**config.mk**
```make
export PLATFORM = sky130hd
export DESIGN_NAME = loc_arbiter
export DESIGN_NICKNAME = d
export VERILOG_FILES = /design/src/rtl/loc_arb_pkg.sv /design/src/rtl/loc_addr_decode.sv /design/src/rtl/loc_top_pick.sv /design/src/rtl/loc_read_mux.sv /design/src/rtl/loc_arbiter.sv
export SDC_FILE = /design/constraint.sdc
export NUM_CORES = 1
export LEC_CHECK = 0
export BUFFER_PORTS_ARGS = -buffer_cell sky130_fd_sc_hd__buf_2
export CORE_UTILIZATION = 30
export CTS_CLUSTER_SIZE = 24
export DETAILED_ROUTE_END_ITERATION = 8
export GPL_TIMING_DRIVEN = 0
export PLACE_DENSITY = 0.59
export SYNTH_ARGS = -nofsm -noshare
export SYNTH_HDL_FRONTEND = slang
export SYNTH_SLANG_ARGS = --single-unit
```
**constraint.sdc**
```tcl
create_clock -name clk -period 8.4 [get_ports clk]
set_input_delay 0.84 -clock clk [delete_from_list [all_inputs] [get_ports clk]]
set_output_delay 0.84 -clock clk [all_outputs]
set_load 0.01 [all_outputs]
```
**src/rtl/loc_arb_pkg.sv**
```systemverilog
package loc_arb_pkg;
  localparam int B_REQ   = 0;
  localparam int B_PEND  = 1;
  localparam int B_SEIZE = 2;
  localparam int B_LOST  = 3;
  localparam int B_ACT   = 4;
  localparam int B_VALID = 7;
endpackage

```
**src/rtl/loc_addr_decode.sv**
```systemverilog
module loc_addr_decode #(
  parameter int ADDR_W  = 15,
  parameter int LOC_LSB = 12,
  parameter int LOC_W   = 3,
  parameter int REG_OFS = 0
) (
  input  logic [ADDR_W-1:0] addr,
  output logic [LOC_W-1:0]  loc,
  output logic              reg_hit
);
  assign loc     = addr[LOC_LSB +: LOC_W];
  assign reg_hit = (addr[LOC_LSB-1:0] == LOC_LSB'(REG_OFS));
endmodule

```
**src/rtl/loc_top_pick.sv**
```systemverilog
module loc_top_pick #(
  parameter int N   = 5,
  parameter int IDX_W = 3
) (
  input  logic [N-1:0]     req,
  output logic             any,
  output logic [IDX_W-1:0] idx
);
  always_comb begin
    any = 1'b0;
    idx = '0;
    for (int i = 0; i < N; i++) begin
      if (req[i]) begin
        any = 1'b1;
        idx = IDX_W'(i);
      end
    end
  end
endmodule

```
**src/rtl/loc_read_mux.sv**
```systemverilog
module loc_read_mux #(
  parameter int N     = 5,
  parameter int LOC_W = 3
) (
  input  logic [LOC_W-1:0] rloc,
  input  logic             reg_hit,
  input  logic [N-1:0]     req,
  input  logic [N-1:0]     lost,
  input  logic [LOC_W-1:0] owner,
  output logic [7:0]       data
);
  import loc_arb_pkg::*;
  localparam logic [LOC_W-1:0] NUM_L = LOC_W'(N);

  always_comb begin
    data = 8'h00;
    if (reg_hit && rloc < NUM_L) begin
      data[B_VALID] = 1'b1;
      data[B_REQ]   = req[rloc];
      data[B_LOST]  = lost[rloc];
      data[B_ACT]   = (owner == rloc);
      for (int i = 0; i < N; i++)
        if (LOC_W'(i) != rloc && req[i]) data[B_PEND] = 1'b1;
    end
  end
endmodule

```
**src/rtl/loc_arbiter.sv**
```systemverilog
module loc_arbiter #(
  parameter int ADDR_W  = 15,
  parameter int LOC_LSB = 12,
  parameter int LOC_W   = 3,
  parameter int NUM_LOC = 5,
  parameter int MUTE_LOC = 4,
  parameter int REG_OFS = 0
) (
  input  logic              clk,
  input  logic              rst,
  input  logic [ADDR_W-1:0] bus_addr,
  input  logic              wr_en,
  input  logic [7:0]        wr_data,
  output logic [7:0]        rd_data,
  input  logic              cmd_busy,
  input  logic              abort_ack,
  output logic              abort_req,
  output logic [LOC_W-1:0]  owner,
  output logic              owner_changed
);
  import loc_arb_pkg::*;
  localparam logic [LOC_W-1:0] NUM_L  = LOC_W'(NUM_LOC);
  localparam logic [LOC_W-1:0] MUTE_L = LOC_W'(MUTE_LOC);
  localparam logic [LOC_W-1:0] NONE   = '1;

  logic [NUM_LOC-1:0] req_q, sz_q, lost_q;
  logic [NUM_LOC-1:0] n_req, n_sz, n_lost;
  logic [LOC_W-1:0]   owner_q, n_owner, pend_tgt_q, tgt, g_tgt;
  logic               pend_q, chg_q;
  logic [LOC_W-1:0]   wloc;
  logic               reg_hit;
  logic               pick_any;
  logic [LOC_W-1:0]   pick_idx;
  logic [7:0]         rd_comb, v;
  logic               own_vld, is_owner, wr_ok;
  logic               start_ho, rel_none, hi_sz, need_abort, do_grant;

  loc_addr_decode #(.ADDR_W(ADDR_W), .LOC_LSB(LOC_LSB), .LOC_W(LOC_W), .REG_OFS(REG_OFS))
    u_dec (.addr(bus_addr), .loc(wloc), .reg_hit(reg_hit));

  loc_top_pick #(.N(NUM_LOC), .IDX_W(LOC_W))
    u_pick (.req(req_q), .any(pick_any), .idx(pick_idx));

  loc_read_mux #(.N(NUM_LOC), .LOC_W(LOC_W))
    u_rmux (.rloc(wloc), .reg_hit(reg_hit), .req(req_q), .lost(lost_q),
            .owner(owner_q), .data(rd_comb));

  assign own_vld  = (owner_q < NUM_L);
  assign is_owner = own_vld && (owner_q == wloc);
  assign wr_ok    = wr_en && reg_hit && (wloc < NUM_L) && (wloc != MUTE_L) && !pend_q;

  always_comb begin
    n_req    = req_q;
    n_sz     = sz_q;
    n_lost   = lost_q;
    n_owner  = owner_q;
    v        = wr_data;
    start_ho = 1'b0;
    rel_none = 1'b0;
    hi_sz    = 1'b0;
    tgt      = owner_q;
    if (wr_ok) begin
      if (v[B_SEIZE]) begin
        v[B_REQ] = 1'b0;
        v[B_ACT] = 1'b0;
      end
      if (v[B_ACT]) begin
        if (is_owner) begin
          if (pick_any) begin
            start_ho = 1'b1;
            tgt      = pick_idx;
          end else begin
            rel_none = 1'b1;
          end
        end else begin
          n_req[wloc] = 1'b0;
        end
      end
      if (v[B_LOST]) n_lost[wloc] = 1'b0;
      if (v[B_SEIZE]) begin
        for (int i = 0; i < NUM_LOC; i++)
          if (LOC_W'(i) > wloc && sz_q[i]) hi_sz = 1'b1;
        if ((!own_vld || wloc > owner_q) && !sz_q[wloc] && !hi_sz) begin
          for (int i = 0; i < NUM_LOC; i++)
            if (LOC_W'(i) < wloc) n_sz[i] = 1'b0;
          n_sz[wloc] = 1'b1;
          start_ho   = 1'b1;
          tgt        = wloc;
        end
      end
      if (v[B_REQ] && !is_owner) begin
        if (own_vld) begin
          n_req[wloc] = 1'b1;
        end else begin
          start_ho = 1'b1;
          tgt      = wloc;
        end
      end
    end
    need_abort = start_ho && own_vld && cmd_busy;
    do_grant   = (start_ho && !need_abort) || (pend_q && abort_ack);
    g_tgt      = pend_q ? pend_tgt_q : tgt;
    if (do_grant) begin
      if (own_vld && owner_q != g_tgt) begin
        if (n_sz[g_tgt]) n_lost[owner_q] = 1'b1;
        else             n_req[owner_q]  = 1'b0;
      end
      n_req[g_tgt] = 1'b0;
      n_sz[g_tgt]  = 1'b0;
      n_owner      = g_tgt;
    end else if (rel_none) begin
      n_owner = NONE;
    end
  end

  always_ff @(posedge clk) begin
    if (rst) begin
      req_q      <= '0;
      sz_q       <= '0;
      lost_q     <= '0;
      owner_q    <= NONE;
      pend_q     <= 1'b0;
      pend_tgt_q <= NONE;
      chg_q      <= 1'b0;
      rd_data    <= 8'h00;
    end else begin
      req_q   <= n_req;
      sz_q    <= n_sz;
      lost_q  <= n_lost;
      owner_q <= n_owner;
      chg_q   <= (n_owner != owner_q);
      rd_data <= rd_comb;
      if (need_abort) begin
        pend_q     <= 1'b1;
        pend_tgt_q <= tgt;
      end else if (pend_q && abort_ack) begin
        pend_q <= 1'b0;
      end
    end
  end

  assign owner         = owner_q;
  assign owner_changed = chg_q;
  assign abort_req     = pend_q;

  a_r1_owner_code: assert property (@(posedge clk) disable iff (rst)
    own_vld || owner_q == NONE);
  a_r2_change_pulse: assert property (@(posedge clk) disable iff (rst)
    (owner_q != $past(owner_q)) |-> owner_changed);
  a_r4_owner_no_req: assert property (@(posedge clk) disable iff (rst)
    own_vld |-> !req_q[owner_q]);
  a_r10_one_seize: assert property (@(posedge clk) disable iff (rst)
    $onehot0(sz_q));
  a_r11_mute_never_owns: assert property (@(posedge clk) disable iff (rst)
    owner_q != MUTE_L);
  a_r12_hold_owner: assert property (@(posedge clk) disable iff (rst)
    (abort_req && !abort_ack) |=> ($stable(owner_q) && abort_req));
endmodule

```
# Yosys cells after proc, flatten, opt, wreduce, memory -nomap -nowiden
# Cells that the tools add are included.
# Widths: inputs -> output; s select.
# op_classes
magnitude_cmp	19
mux	104
reduce_logical	39
eq_ne	8
bitwise	12
# op_table
operator	count
$mux 5	19
$mux 1	64
$mux 3	12
$logic_and 1x1->1	27
$and 5x5->5	5
$not 5->5	3
$or 5x5->5	3
$bmux 1 s3	4
$logic_not 12->1	1
$lt 3x4->1 const B	3
$demux 1 s3	3
$ge 3x1->1 const B	3
$gt 1x3->1 const A	2
$gt 2x3->1 const A	2
$logic_not 1->1	6
$lt 1x3->1 const A	2
$lt 2x3->1 const A	2
$lt 3x3->1 const B	2
$ne 2x3->1 const A	2
$ne 3x3->1	2
$mux 2	2
$eq 3x3->1	1
$gt 3x3->1	1
$gt 3x3->1 const A	1
other kinds (9)	10
# totals
out_inout_bits	13
reg_bits	31
in_bits	28

# Depth between registers and ports, before layout
# Gate-level depths: netlist (run 1).
# logic_depth
word_depth	25
depth_mapped	12
mapped_depth_nobuf	11

# Modules after synthesis
# Synthesis (run 1) repeated with hierarchy kept, for this count alone.
# hier_totals
hier_cells	273
hier_area_um2	2252.2
# by_module_without_submodules
module	n_inst	seq_area_each_um2	cells_per_inst	area_per_inst_um2
loc_arbiter	1	620.6	227	1914.3
loc_read_mux	1	0.0	31	247.7
loc_addr_decode	1	0.0	7	47.5
loc_top_pick	1	0.0	8	42.5

# Worst setup path before layout (run 1)
# OpenSTA, ideal clock, no wires.
# synth_timing
path_type	reg-to-reg
from	register owner_q[1], in the netlist owner[1]
to	register req_q[4]
setup_ps	122
slack_ps	4994
stages_incl_launch_ff	13
period_less_slack_ps	3406
arrival_time_ps	3284
required_ps	8278
path_buffers	1
cell_sequence	dfxtp_1 buf_1 inv_1 ha_1 nor2b_1 o21a_1 o311a_4 a21oi_4 mux2i_1 o211a_4 o311a_4 nor2_1 o311a_1
# synth_between
elab_chain_len	18
elab_cells_between_ends	63
# synth_rtl
item	line_no	rtl
start: declaration	loc_arbiter.sv:28	logic [LOC_W-1:0] owner_q, n_owner, pend_tgt_q, tgt, g_tgt;
start signal: assignment	loc_arbiter.sv:130	owner_q <= n_owner;
$lt 3x3->1	loc_arbiter.sv:48	assign own_vld = (owner_q < NUM_L);
$logic_not 1->1	loc_arbiter.sv:83	if ((!own_vld || wloc > owner_q) && !sz_q[wloc] && !hi_sz) begin
$logic_or 1x1->1	loc_arbiter.sv:83	
$logic_and 1x1->1 (2 in series)	loc_arbiter.sv:83	
$mux 3	loc_arbiter.sv:83	
$mux 3	loc_arbiter.sv:80	if (v[B_SEIZE]) begin
$mux 3	loc_arbiter.sv:92	if (own_vld) begin
$mux 3	loc_arbiter.sv:91	if (v[B_REQ] && !is_owner) begin
$mux 3	loc_arbiter.sv:62	if (wr_ok) begin
$mux 3	loc_arbiter.sv:102	g_tgt = pend_q ? pend_tgt_q : tgt;
$lt 3x4->1 (implied by the code), or another cell as far along	loc_arbiter.sv:108	n_req[g_tgt] = 1'b0;
$logic_and 1x1->1 (implied by the code) / $mux 1 (equally long branches)	loc_arbiter.sv:108, loc_arbiter.sv:105	
$mux 1 (implied by the code) / $mux 5 (equally long branches)	loc_arbiter.sv:108, loc_arbiter.sv:105	
$demux 1 s3 / $mux 5 (equally long branches)	loc_arbiter.sv:108, loc_arbiter.sv:104	
$not 5->5 (no source line) / $mux 5 (equally long branches)	n/a	
$and 5x5->5 (no source line)	n/a	
$mux 5 (*)	loc_arbiter.sv:103	if (do_grant) begin
end signal: assignment	loc_arbiter.sv:127	req_q <= n_req;
end: declaration	loc_arbiter.sv:26	logic [NUM_LOC-1:0] req_q, sz_q, lost_q;
# Every way passes the cells marked *; elsewhere a longest branch is shown, timed or not. The select of a mux whose other input is x is not followed.
# A chain may end at the register's enable or synchronous reset.

# Worst setup path in the final report (run 1)
# layout_timing
from	register owner_q[1], in the netlist owner[1]
to	register req_q[1]
# Same word-level chain as after synthesis.

==> reports/results.ini, run 1 <==
[outcome]
run_status = finished, final reports clean

[routing]
detail_route.wl_per_cell_um = 16.3
drt_first_pass_iters = 7
routed-via-count = 2291
post-route-drc-count = 0
vias_per_cell = 5.64
wl_mm = 6.62
ant_nets = 0
drt_first_iter_violations = 213

[cts]
clk_root_buffer_cell = clkbuf_8
cts-resized-gates = 0
clk_path_buf_depth = 2
numCtsBuffers = 3
cts.hold.buffers_added = 0
numClockSinks = 28
clkTransAtPathRegs_ps = 110
cts_tree = yes
htree_num_levels = 1
post_cts_buffers = 0
clk-insertion-delay-late_ps = 280

[setup_path]
timing.critical_path.from_type = register
cp_max_fo = 10
reg2reg_slack_ps = 4350
r2r-start = owner[1]
crit_arrival_ps = 4180
rr_worst_depth = 12
worst-endpoint-required_ps = 8540
critical_path.reg2reg.endpoint = req_q[1]
path_class = register to register
crit_path_capture_type = register

[min_path]
worst_hold_path.endpoint = lost_q[4]
hold_path_depth = 1
holdCritStartpoint = lost_q[4]
min-delay-path-class = register to register

[timing]
fin_worst_hold_slack_ps = 511
post-route-min-period_ps = 4050
final.setup_skew_ps = 12.0
timing.final.hold_violations = 0
final_min_period_over_clock_period_pct = 48.2
slew_at_the_pin_closest_to_its_max_slew_limit_ps = 925
max_clock_freq_mhz = 247
fin_setup_tns_ps = 0
timing.slew.headroom_pct = 37.8
setup_viol = 0
rsz_0062_raised_after_global_routing = no
maxSlewViolCount = 0

[cells_and_area]
layout.cell_area.non_filler_um2 = 2520
total_of_fill_cells_in_the_finished_design = 721
multiInputGateArea_um2 = 1480
final_cell_utilization_of_the_core_pct = 36.6
synthToLayoutAreaGrowth_pct = 16.6
final_layout_size_suffix_gt1_share_pct = 20.6
antenna-diode-count = 0
design.final.nets = 342
final-seq-area_um2 = 561

[logic_synthesis]
netlist.top_cell.by_area = dfxtp_1
synth-warning-count = 0
synth_sequential_area_ratio_pct = 26.0
post_synth_edffs = 0
yosys_most_used_dff = dfxtp_1
synthesis_stage_register_bit_count = 28
postSynthCellCount = 272
synth_top_area_share_pct = 26.0
ranking_of_synthesized_cells_by_area = dfxtp_1, mux2i_1, nor2_1
yosysUniqueCellTypes = 63
fraction_of_registers_with_async_set_or_reset_after_synthesis_pct = 0
postSynthAreaPerCell_um2 = 7.94
syn_area_um2 = 2160

[power]
leakage_nw = 0.978
max-vdd-ir-drop_mv = 0.0505
design_power_total_uw = 270
power_density_nw_per_um2 = 107

[floorplanning]
die_width_um = 86.8
fp.dieArea_um2 = 7540
rows = 30
ios = 41
core_area_um2 = 6870
height_of_the_die_um = 86.8
initial_core_util_pct = 31.4

[global_routing]
global_route.usage.met3_pct = 2.86
largest_net_degree_at_the_start_of_global_routing = 17
met2_routing_resource_usage_after_global_routing_pct = 28.7
grt_util_all_layers_pct = 17.9
vias_in_the_first_global_route = 2090
grt_util_met1_pct = 25.0
grt_overflow_total = 0
antenna_violations_before_repair = 0
first_pass_grt_wire_length_mm = 10.5
top_usage_layer = met2

[place]
gpl.final_weighted_congestion = 0.893
place_hpwl_mm = 5.12
input_output_buffers = 32
placed_area_um2 = 2450

[job]
maxCapViolCount = 0

==> through the flow <==
step           std cells  worst slack, ps
2_1_floorplan        274             4990
3_3_place_gp         402             4380
3_5_place_dp         402             4400
4_1_cts              406             4400
5_1_grt              406             4220
6_report             406             4350
==> sequential cells by signal (all words and copies together) (netlist names) <==
register,count
lost_q,5
rd_data,5
req_q,5
sz_q,5
owner,3
pend_tgt_q,3
abort_req,1
owner_changed,1
==> critical path, cell delays in order (launching register included) <==
cell     delay (ps)
dfxtp_1         440
buf_1           460
inv_1           290
ha_1            350
nor2b_1         130
o21a_1          180
o311a_4         390
a21oi_4         250
mux2i_1         480
o211a_4         300
o311a_4         230
o211a_1         240
a41oi_1         160
==> final cells by class <==
class,instances,area share (%)
sequential,28,22.3
inverter,7,1.04
clock inverter,1,1.19
tap,96,4.77
multi-input combinational,220,58.9
timing repair buffer,32,6.36
clock buffer,3,1.64
buffer,19,3.83
==> synth_stat cells, drive strengths merged, types with 3 or more instances <==
library cell  number
a21oi             14
o21ai             16
dfxtp             28
mux2i             13
a22oi              4
nand2             20
a22o               3
nor2              26
nand4              4
o211ai             4
a31o               3
nand3             14
ha                 3
nor2b              5
nor3              11
a31oi              9
nor4               6
and3               4
and2               5
o311a              3
inv                7
buf               12
nand2b             6
or3                4
o21a               4
o22ai              3
clkbuf             7
mux2               4
==> logic make-up (layout without fill, tap and decap cells) <==
kind of cell / after synthesis / count (layout) / share of synthesized area, %
other: 1 / 3 / 0.174
DFF: 28 / 28 / 26.0
xor gates and xnor gates: 4 / 4 / 1.62
and+or+nand+nor: 109 / 109 / 25.4
adders and majority gates: 3 / 3 / 1.74
muxes: 17 / 17 / 8.46
buffers and inverters: 26 / 62 / 5.68
AOI/OAI and AO/OA: 84 / 84 / 31.0
==> metal layers <==
layer | wire (µm) | part of all wire [%]
met2 | 3050 | 46
met4 | 60 | 0.91
met1 | 3040 | 46
met5 | 0 | 0
met3 | 477 | 7.2
==> report_power, final <==
part | switching [mW] | total, mW | internal, mW
Combinational | 0.0176 | 0.0288 | 0.0112
Sequential | 0.000000335 | 0.133 | 0.133
Clock | 0.0449 | 0.109 | 0.0639
==> worst max path at each step <==
| stage | startpoint | endpoint | slack, ps | depth (start not counted) |
|---|---|---|---|---|
| 6_report | owner[1] | req_q[1] | 4350 | 12 |
| 5_1_grt | owner[1] | req_q[1] | 4220 | 12 |
| 4_1_cts | owner[1] | req_q[1] | 4400 | 12 |
| 3_5_place_dp | owner[1] | req_q[1] | 4400 | 12 |
| 3_3_place_gp | owner[1] | req_q[1] | 4380 | 12 |
| 2_1_floorplan | owner[1] | req_q[4] | 4990 | 12 |
==> cells in the final DEF, fill, tap and decap left out, types with 4 or more instances in the layout <==
cell	n
inv_1	7
nor2_1	26
nand2_1	20
a22oi_1	4
and2_1	5
and3_1	4
o21ai_0	12
nor4_1	6
o211ai_1	4
dfxtp_1	28
nand2b_1	6
mux2i_1	12
nand3_1	14
a31oi_1	8
o21a_1	4
nand4_1	4
buf_2	37
clkbuf_1	7
nor2b_1	5
nor3_1	11
a21oi_1	13
or3_1	4
Note: power is estimated with default switching activity, not from simulation.
==> inputs of run 2 (changes only) <==
PLACE_DENSITY = 0.61   (was 0.59)
clock period = 3.4 ns   (was 8.4 ns; I/O delays follow)
==> run 2 against run 1 <==
Effect of this change: critical path depth is 1 higher; global-route usage is 0.75 points higher; clock power is 150% higher; clock skew is 8.1 ps lower; combinational power grew to 2.7 times the previous value; non-clock buffer count is 8 higher; via count is 2.8% higher; largest cell class unchanged; maximum frequency is 21% higher.
==> reports/results.ini, run 2 (synthesis results as in run 1) <==
[outcome]
run_status = finished, final reports clean

[setup_path]
cp_max_fo = 10
worst-endpoint-required_ps = 3630
rr_worst_depth = 13
reg2reg_slack_ps = 50
timing.critical_path.from_type = register
critical_path.reg2reg.endpoint = lost_q[2]
crit_path_capture_type = register
path_class = register to register
crit_arrival_ps = 3580
r2r-start = owner[1]

[cells_and_area]
final_layout_size_suffix_gt1_share_pct = 25.2
multiInputGateArea_um2 = 1520
total_of_fill_cells_in_the_finished_design = 732
synthToLayoutAreaGrowth_pct = 22.2
antenna-diode-count = 0
finish.cell_count_without_fillers = 414
final-seq-area_um2 = 564
final_cell_utilization_of_the_core_pct = 38.4
mostFrequentLayoutCells = buf_2, dfxtp_1, nor2_1
design.final.nets = 350
layout.cell_area.non_filler_um2 = 2640
mostFrequentLayoutCell = buf_2

[timing]
final_min_period_over_clock_period_pct = 98.5
setup_viol = 0
maxSlewViolCount = 0
timing.slew.headroom_pct = 43.6
final.setup_skew_ps = 3.92
post-route-min-period_ps = 3350
slew_at_the_pin_closest_to_its_max_slew_limit_ps = 839
fin_worst_hold_slack_ps = 341
max_clock_freq_mhz = 299
timing.final.hold_violations = 0
rsz_0062_raised_after_global_routing = yes

[cts]
numCtsBuffers = 3
clk_root_buffer_cell = clkbuf_8
clkTransAtPathRegs_ps = 100
clk_path_buf_depth = 2
cts.hold.buffers_added = 0
clk-insertion-delay-late_ps = 280
htree_num_levels = 1
numClockSinks = 28
cts_tree = yes

[global_routing]
grt_util_all_layers_pct = 18.7
vias_in_the_first_global_route = 2177
grt_overflow_total = 0
largest_net_degree_at_the_start_of_global_routing = 17
first_pass_grt_wire_length_mm = 10.9
met2_routing_resource_usage_after_global_routing_pct = 30.2
antenna_violations_before_repair = 0
top_usage_layer = met2
grt_util_met1_pct = 25.6
global_route.usage.met3_pct = 2.57

[place]
place_hpwl_mm = 5.02
placed_area_um2 = 2450
input_output_buffers = 32
gpl.final_weighted_congestion = 0.935
place.detailed.instances = 402

[routing]
wl_mm = 6.77
drt_first_pass_iters = 6
post-route-drc-count = 0
routed-via-count = 2356
drt_first_iter_violations = 274
vias_per_cell = 5.69
detail_route.wl_per_cell_um = 16.3
ant_nets = 0

[power]
leakage_nw = 1.02
design_power_total_uw = 673
max-vdd-ir-drop_mv = 0.129
power_density_nw_per_um2 = 255

[min_path]
worst_hold_path.endpoint = abort_req
min-delay-path-class = input port to register
holdCritStartpoint = abort_ack
hold_path_depth = 3

[floorplanning]
fp.dieArea_um2 = 7540
initial_core_util_pct = 31.4
height_of_the_die_um = 86.8
core_area_um2 = 6870
die_width_um = 86.8
rows = 30
ios = 41

[job]
maxCapViolCount = 0

run 2: how the worst max path moves through the flow:
| stage | depth (start not counted) | slack (ps) | endpoint | from |
|---|---|---|---|---|
| 2_1_floorplan | 12 | 150 | req_q[4] | owner[1] |
| 3_3_place_gp | 12 | -340 | req_q[1] | owner[1] |
| 3_5_place_dp | 12 | -330 | req_q[1] | owner[1] |
| 4_1_cts | 12 | 40 | req_q[1] | owner[1] |
| 5_1_grt | 13 | -30 | req_q[2] | owner[1] |
| 6_report | 13 | 50 | lost_q[2] | owner[1] |
run 2: what timing repair did:
item,in CTS,in global routing
gates cloned,0,0
setup endpoints to repair,15,11
resized for setup,7,8
endpoints found under the hold margin,0,0
pin swaps,1,3
setup buffers,3,5
run 2: cell type report:
type	count	share of cell area [%]
timing repair buffer	40	8.35
buffer	19	4.17
multi-input combinational	220	57.7
inverter	7	1.14
clock buffer	3	1.57
tap	96	4.55
clock inverter	1	1.14
sequential	28	21.4
run 2: worst max-delay path, cell delays in order (launching register included):
cell and delay, ps:
dfxtp_4 390, buf_8 150, clkinvlp_4 150, ha_1 310
nor2b_1 130, o21a_1 190, o311a_4 390, a21oi_4 260
mux2i_4 130, buf_4 150, or3_1 380, a31oi_4 260
nor3b_4 240, a32o_1 150
run 2: through the flow:
step	TNS, ps	setup slack [ps]
2_1_floorplan	0	147
3_3_place_gp	-2670	-342
3_5_place_dp	-2770	-328
4_1_cts	0	44.3
5_1_grt	-115	-31.5
6_report	0	50.5
run 2: power by group:
group | switching, mW | internal, mW | leakage, nW | total [mW]
clock | 0.110 | 0.158 | 0.0357 | 0.268
sequential | 0.000000930 | 0.327 | 0.226 | 0.327
combinational | 0.0461 | 0.0319 | 0.754 | 0.0780
run 2: metal layers:
layer	up-vias	share of wire [%]
met1	1069	45
met2	146	44
met3	18	8.3
met4	0	2.0
li1	1123	-
met5	-	0
==> inputs of run 3 (changes only) <==
BUFFER_PORTS_ARGS = unset   (was -buffer_cell sky130_fd_sc_hd__buf_2)
DONT_BUFFER_PORTS = 1   (was unset)
PLACE_DENSITY = 0.56   (was 0.61)
==> run 3 against run 2 <==
Effect of this change: sequential share of layout area up 0.68 points; utilization decreased by 1.1 points; worst setup slack better by 53 ps; clock-buffer cell count did not move; non-clock buffer count fell by 28; critical path type unchanged; largest cell class unchanged; largest power group unchanged.
==> reports/results.ini, run 3 (synthesis results as in run 1) <==
[timing]
final_min_period_over_clock_period_pct = 97.0
timing.slew.headroom_pct = 42.6
final.setup.worst_slack_ps = 103
rsz_0062_raised_after_global_routing = no
fin_setup_tns_ps = 0
max_clock_freq_mhz = 303
slew_at_the_pin_closest_to_its_max_slew_limit_ps = 853
setup_viol = 0
fin_worst_hold_slack_ps = 234
maxSlewViolCount = 0
timing.final.hold_violations = 0
final.setup_skew_ps = 3.64
post-route-min-period_ps = 3300

[global_routing]
largest_net_degree_at_the_start_of_global_routing = 17
grt_overflow_total = 0
grt_util_all_layers_pct = 18.5
grt_util_met1_pct = 26.8
antenna_violations_before_repair = 0
top_usage_layer = met2
first_pass_grt_wire_length_mm = 10.9
vias_in_the_first_global_route = 2032
met2_routing_resource_usage_after_global_routing_pct = 27.6
global_route.usage.met3_pct = 2.95

[routing]
vias_per_cell = 5.92
routed-via-count = 2286
ant_nets = 0
detail_route.wl_per_cell_um = 17.8
post-route-drc-count = 0
wl_mm = 6.86
drt_first_iter_violations = 248
drt_first_pass_iters = 5

[setup_path]
cp_max_fo = 7
worst-endpoint-required_ps = 3580
crit_path_capture_type = register
path_class = register to register
timing.critical_path.from_type = register
crit_arrival_ps = 3470

[cts]
htree_num_levels = 1
numCtsBuffers = 3
cts_tree = yes
cts.hold.buffers_added = 0
clk-insertion-delay-late_ps = 280
numClockSinks = 28
clkTransAtPathRegs_ps = 100
clk_root_buffer_cell = clkbuf_8
clk_path_buf_depth = 2

[floorplanning]
core_area_um2 = 6870
die_width_um = 86.8
initial_core_util_pct = 31.4
ios = 41
fp.dieArea_um2 = 7540
rows = 30
height_of_the_die_um = 86.8

[cells_and_area]
final_layout_size_suffix_gt1_share_pct = 21.0
mostFrequentLayoutCells = dfxtp_1, nor2_1, nand2_1
mostFrequentLayoutCell = dfxtp_1
antenna-diode-count = 0
synthToLayoutAreaGrowth_pct = 18.7
total_of_fill_cells_in_the_finished_design = 703
design.final.nets = 322

[power]
max-vdd-ir-drop_mv = 0.153
power_density_nw_per_um2 = 259
leakage_nw = 0.912

[place]
input_output_buffers = 0
gpl.final_weighted_congestion = 0.875
place_worst_setup_slack_ps = -430
place_hpwl_mm = 5.10

[outcome]
run_status = finished, final reports clean

[min_path]
min-delay-path-class = input port to register

[job]
maxCapViolCount = 0

==> run 3: layer usage <==
| metal | share of wire [%] | up-vias |
|---|---|---|
| met5 | 0 | - |
| met4 | 1.8 | 0 |
| met3 | 8.1 | 12 |
| met2 | 43 | 117 |
| met1 | 47 | 1095 |
| li1 | - | 1062 |
==> run 3: report_power, final <==
group,total (mW),switching [mW],internal [mW]
Sequential,0.327,0.00000185,0.327
Clock,0.270,0.112,0.158
Combinational,0.0680,0.0415,0.0265
==> run 3: cell type report <==
type,count,area [µm²],share of cell area (%)
Sequential cell,28,566,22.1
Timing Repair Buffer,12,90.1,3.52
Buffer,19,110,4.30
Inverter,7,30.0,1.17
Tap cell,96,120,4.69
Clock inverter,1,30.0,1.17
Multi-Input combinational cell,220,1580,61.5
Clock buffer,3,41.3,1.61
==> run 3: path summary, 6_finish.rpt <==
| kind | startpoint | endpoint | slack (ps) | cells past startpoint |
|---|---|---|---|---|
| setup / recovery | owner[1] | req_q[2] | 100 | 13 |
| setup reg to reg | owner[1] | req_q[2] | 100 | 13 |
| hold reg to reg | lost_q[3] | lost_q[3] | 510 | 1 |
| hold / removal | abort_ack | abort_req | 230 | 2 |
==> run 3: repair_timing <==
action                     CTS  global route
pin swaps                    1             4
gates resized for setup     11            15
setup endpoints to repair   16            11
buffers inserted             3             9
gates cloned                 0             0
==> run 3: stage by stage <==
| step | total power [mW] | utilization (%) | instances | cell area [µm²] |
|---|---|---|---|---|
| floorplan | 0.378 | - | 274 | 2170 |
| global placement | 0.391 | 33.3 | 370 | 2290 |
| detailed placement | 0.390 | 33.3 | 370 | 2290 |
| CTS | 0.668 | 35.4 | 377 | 2430 |
| global route | 0.693 | 37.3 | 386 | 2560 |
| finish | 0.665 | 37.3 | 386 | 2560 |
==> run 3: worst max-delay path: stages, from the launching register on <==
cell,delay (ps)
dfxtp_4,410
buf_8,140
clkinvlp_4,120
ha_1,300
nor2b_1,130
o21a_1,190
o311a_4,390
a21oi_4,260
mux2i_4,120
buf_4,160
or3_4,370
a31oi_4,250
nor3b_4,240
a211oi_1,90
